--- config.mk ---
export PLATFORM = sky130hd
export DESIGN_NAME = irq_ack_core
export DESIGN_NICKNAME = d
export VERILOG_FILES = /design/src/rtl/irqc_pkg.sv /design/src/rtl/irqc_cell.sv /design/src/rtl/irqc_prio_pick.sv /design/src/rtl/irq_ack_core.sv
export SDC_FILE = /design/constraint.sdc
export NUM_CORES = 1
export LEC_CHECK = 0
export ABC_AREA = 1
export BUFFER_PORTS_ARGS = -buffer_cell sky130_fd_sc_hd__buf_4
export CORE_MARGIN = 1.5
export CORE_UTILIZATION = 45
export DETAILED_ROUTE_END_ITERATION = 7
export PLACE_DENSITY = 0.74
export SYNTH_ARGS = -nofsm -noshare
export SYNTH_HDL_FRONTEND = slang
export SYNTH_HIERARCHICAL = 1
export SYNTH_SLANG_ARGS = --single-unit
export TNS_END_PERCENT = 100
--- constraint.sdc ---
create_clock -name clk -period 51 [get_ports clk]
set_input_delay 0 -clock clk [delete_from_list [all_inputs] [get_ports clk]]
set_output_delay 0 -clock clk [all_outputs]
set_load 0.01 [all_outputs]
--- src/rtl/irqc_pkg.sv ---
package irqc_pkg;
  typedef enum logic [1:0] {
    ST_IDLE    = 2'd0,
    ST_PEND    = 2'd1,
    ST_ACT     = 2'd2,
    ST_ACTPEND = 2'd3
  } irq_st_e;

  localparam int ID_W = 10;
  localparam int SGI_COUNT = 16;
  localparam logic [ID_W-1:0] SPURIOUS_ID = 10'd1023;
endpackage

--- src/rtl/irqc_cell.sv ---
module irqc_cell
  import irqc_pkg::*;
(
  input  logic clk,
  input  logic rst_n,
  input  logic raise,
  input  logic take,
  input  logic finish,
  output logic pend_o,
  output logic act_o
);
  irq_st_e st, s_take, s_fin, s_next;

  always_comb begin
    s_take = (take && st == ST_PEND) ? ST_ACT : st;
    s_fin = s_take;
    if (finish) begin
      if (s_take == ST_ACT) s_fin = ST_IDLE;
      else if (s_take == ST_ACTPEND) s_fin = ST_PEND;
    end
    s_next = s_fin;
    if (raise) begin
      if (s_fin == ST_IDLE) s_next = ST_PEND;
      else if (s_fin == ST_ACT) s_next = ST_ACTPEND;
    end
  end

  always_ff @(posedge clk) begin
    if (!rst_n) st <= ST_IDLE;
    else st <= s_next;
  end

  assign pend_o = (st == ST_PEND);
  assign act_o  = (st == ST_ACT) || (st == ST_ACTPEND);


  idle_exit_chk: assert property (@(posedge clk) disable iff (!rst_n)
    st == ST_IDLE |=> (st == ST_IDLE || st == ST_PEND));

  pend_hold_chk: assert property (@(posedge clk) disable iff (!rst_n)
    (st == ST_PEND && !take) |=> st == ST_PEND);

  act_hold_chk: assert property (@(posedge clk) disable iff (!rst_n)
    (st == ST_ACT && !finish) |=> (st == ST_ACT || st == ST_ACTPEND));
endmodule

--- src/rtl/irqc_prio_pick.sv ---
module irqc_prio_pick #(
  parameter int N  = 32,
  parameter int PW = 4,
  parameter int IW = 10
) (
  input  logic [N-1:0]    req,
  input  logic [N*PW-1:0] prio_flat,
  output logic            found,
  output logic [IW-1:0]   win_id,
  output logic [PW-1:0]   win_prio
);
  always_comb begin
    found    = 1'b0;
    win_id   = '0;
    win_prio = '1;
    for (int i = 0; i < N; i++) begin
      if (req[i] && (!found || prio_flat[i*PW +: PW] < win_prio)) begin
        found    = 1'b1;
        win_id   = IW'(i);
        win_prio = prio_flat[i*PW +: PW];
      end
    end
  end
endmodule

--- src/rtl/irq_ack_core.sv ---
module irq_ack_core
  import irqc_pkg::*;
#(
  parameter int NUM_IRQ = 32,
  parameter int PRIO_W  = 4
) (
  input  logic                      clk,
  input  logic                      rst_n,
  input  logic [NUM_IRQ-SGI_COUNT-1:0] irq_in,
  input  logic [NUM_IRQ*PRIO_W-1:0] prio_cfg,
  input  logic [PRIO_W-1:0]         prio_mask,
  input  logic                      sgi_wr,
  input  logic [ID_W-1:0]           sgi_id,
  input  logic                      ack_rd,
  output logic [ID_W-1:0]           ack_id,
  input  logic                      eoi_wr,
  input  logic [ID_W-1:0]           eoi_id,
  output logic                      irq_o
);
  localparam int RUN_W = PRIO_W + 1;
  localparam logic [RUN_W-1:0] RUN_IDLE = RUN_W'(1) << PRIO_W;

  logic [NUM_IRQ-1:0] pend, act, raise_v, take_v, finish_v;
  logic               pend_found, act_found, fire;
  logic [ID_W-1:0]    pend_win, act_win;
  logic [PRIO_W-1:0]  pend_prio, act_prio;
  logic [RUN_W-1:0]   run_prio;

  irqc_prio_pick #(.N(NUM_IRQ), .PW(PRIO_W), .IW(ID_W)) pend_pick_i (
    .req(pend), .prio_flat(prio_cfg), .found(pend_found),
    .win_id(pend_win), .win_prio(pend_prio));

  irqc_prio_pick #(.N(NUM_IRQ), .PW(PRIO_W), .IW(ID_W)) act_pick_i (
    .req(act), .prio_flat(prio_cfg), .found(act_found),
    .win_id(act_win), .win_prio(act_prio));

  assign run_prio = act_found ? {1'b0, act_prio} : RUN_IDLE;
  assign fire = pend_found && ({1'b0, pend_prio} < run_prio) && (pend_prio < prio_mask);
  assign irq_o = fire;

  for (genvar g = 0; g < NUM_IRQ; g++) begin : g_id
    if (g < SGI_COUNT) begin : g_sw
      assign raise_v[g] = sgi_wr && (sgi_id == ID_W'(g));
    end else begin : g_hw
      assign raise_v[g] = irq_in[g-SGI_COUNT];
    end
    assign take_v[g]   = ack_rd && fire && (pend_win == ID_W'(g));
    assign finish_v[g] = eoi_wr && (eoi_id == ID_W'(g));

    irqc_cell cell_i (
      .clk(clk), .rst_n(rst_n), .raise(raise_v[g]), .take(take_v[g]),
      .finish(finish_v[g]), .pend_o(pend[g]), .act_o(act[g]));
  end

  always_ff @(posedge clk) begin
    if (!rst_n) ack_id <= SPURIOUS_ID;
    else if (ack_rd) ack_id <= fire ? pend_win : SPURIOUS_ID;
  end


  one_take_chk: assert property (@(posedge clk) disable iff (!rst_n)
    $onehot0(take_v));

  ack_real_chk: assert property (@(posedge clk) disable iff (!rst_n)
    (ack_rd && irq_o) |=> ack_id != SPURIOUS_ID);

  ack_spur_chk: assert property (@(posedge clk) disable iff (!rst_n)
    (ack_rd && !irq_o) |=> ack_id == SPURIOUS_ID);

  run_keep_chk: assert property (@(posedge clk) disable iff (!rst_n)
    (act_found && !(eoi_wr && eoi_id == act_win)) |=> act_found);
endmodule

==> flow_summary.ini <==
[run_status]
run_status = finished clean

[setup_path]
crit_fanout = 16
crit_top_cell = nand2_1
required_ns = 51.24
max_stage_delay_ns = 0.40
cp.arrival_ns = 35.04
crit_path_top_delay_cell = dfxtp_1
rr_worst_depth = 259
cp-start-kind = flip-flop
critPathKind = flip-flop to flip-flop
endpoint_kind = flip-flop

[timing]
fin_tns_setup_ns = 0
fin_ws_ns = 16.20
skew_ns = 0.0122
setup_viol = 0
finalCritPeriodShare_pct = 68.2
relSlewSlack_pct = 39.4
worst_pin_slew_ns = 0.901
finalCriticalPeriod_ns = 34.80
hold_viol = 0
max_freq_mhz = 28.7
rsz0062_at_grt = false
slew_viol_final = 0

[die]
start_util_pct = 45.5
dieArea_um2 = 35900
fp.dieW_um = 189
die_h_um = 189
row_count = 68
ios = 184
core_um2 = 34400

[drt]
top_layer = met4
route.met3.wl_mm = 2.53
drt-vias-per-instance = 4.96
drt_iter0_drc = 1403
post-route-drc-count = 0
vias = 18200
wl_met2_mm = 20.4
firstDrtPassIters = 6
m1WireLength_mm = 21.0
drtAntennaViolNets = 0
wl_per_cell_um = 12.2
totalWireLength_mm = 44.7

[cells_and_area]
multi_input_area_um2 = 11500
final_common_cell = nand2_1
area_growth_pct = 13.7
diodes = 0
final_util_pct = 51.7
final_nets = 3454
stdcell_count = 3663
drive_gt1_share_pct = 15.3
final_cell_mix = nand2_1, inv_1, nand3_1
final.fill_count = 3759
seq_area_um2 = 1480

[min_path]
min_path_type = primary input to flip-flop
min_path_cells = 2

[clock_tree]
cts_buffer_depth = 2
clk_pin_slew_ns = 0.07
post_cts_buffers = 0
cts_root_buf = clkbuf_16
numCtsBuffers = 9
clock-sinks = 74
post_cts_resized = 0
clkLatencyLatePin_ns = 0.35
cts_tree = built
ctsHtreeMaxLevel = 3

[placed_design]
dp_hpwl_mm = 37.5
place_ws_ns = 16.55
numPlacedInstances = 3630
portBuffers = 183
place.gp.congestion = 0.966

[grt]
grt_pass1_vias = 16200
antenna_found_initial = 0
gr-total-overflow = 0
grt_pass1_wl_mm = 74.1
grt_max_degree = 43
grt_util_all_layers_pct = 24.3

[power]
p_sw_share_pct = 46.6
p_int_w = 0.000162
p_clk_share_pct = 22.7
comb_power_share_pct = 57.1
power.net_switching_w = 0.000141
p_leak_nw = 10.6
seqPwrFrac_pct = 20.2
ir_drop_v = 0.0000171
p_per_area_nw_per_um2 = 17.1

[logic_synthesis]
ys_warn_count = 6
syn_area_um2 = 15600
syn_area_per_cell_um2 = 5.14
synth_cells = 3041

[job]
drv_cap = 0
final cells by class:
cell class	count	share of cell area, %
Timing Repair Buffer	200	8.68
Clock buffer	9	1.27
Sequential cell	74	8.33
Tap cell	455	3.20
Clock inverter	7	0.507
Multi-Input combinational cell	2283	64.6
Inverter	635	13.4
critical path, delay by kind of cell, from the launching register on:
kind | cells | cell delay, ns
and+or+nand+nor | 104 | 10.19
adders and majority gates | 32 | 9.49
buffers and inverters | 60 | 3.41
AOI/OAI and AO/OA | 63 | 11.14
DFF | 1 | 0.40
worst paths after layout:
path | start | endpoint | slack [ns]
worst max-delay path | g_id[0].cell_i/st[1] | g_id[11].cell_i/st[0] | 16.20
worst min-delay path | rst_n | ack_id[1] | 0.09
worst max register to register | g_id[0].cell_i/st[1] | g_id[11].cell_i/st[0] | 16.20
worst min register to register | ack_id[8] | ack_id[8] | 0.48
timing repair:
| item | CTS | global route |
|---|---|---|
| hold buffers | 17 | 0 |
| endpoints found under the hold margin | 20 | 0 |
| endpoints found under the setup margin | 0 | 0 |
power groups by stage:
stage          Sequential, W  Combinational [W]  Clock (W)
2_1_floorplan      0.0000628           0.000124          0
4_1_cts            0.0000613           0.000171  0.0000694
6_report           0.0000613           0.000173  0.0000688
5_1_grt            0.0000616           0.000199  0.0000716
3_5_place_dp       0.0000627           0.000169          0
3_3_place_gp       0.0000626           0.000169          0
metal layers:
layer  global-route usage, %  vias to the layer above
met1                    32.5                     7906
met5                       0                        -
met3                    1.72                       55
met2                    42.5                      464
li1                        -                     9737
met4                    5.40                        0
flip-flops by register name (all words and copies together), names as in the netlist:
name / count
ack_id: 10
g_id.cell_i/st: 64
metrics by stage:
| stage | total power (W) | instance area, um2 | hold slack (ns) |
|---|---|---|---|
| final | 0.000303 | 17800 | 0.0932 |
| after global routing | 0.000332 | 17800 | 0.119 |
| after CTS | 0.000302 | 17800 | 0.0953 |
| after detailed placement | 0.000232 | 17300 | 0.273 |
| after global placement | 0.000231 | 17300 | 0.273 |
| after floorplan | 0.000187 | 15700 | 0.130 |
No activity file was read; power rests on OpenSTA's default activity.
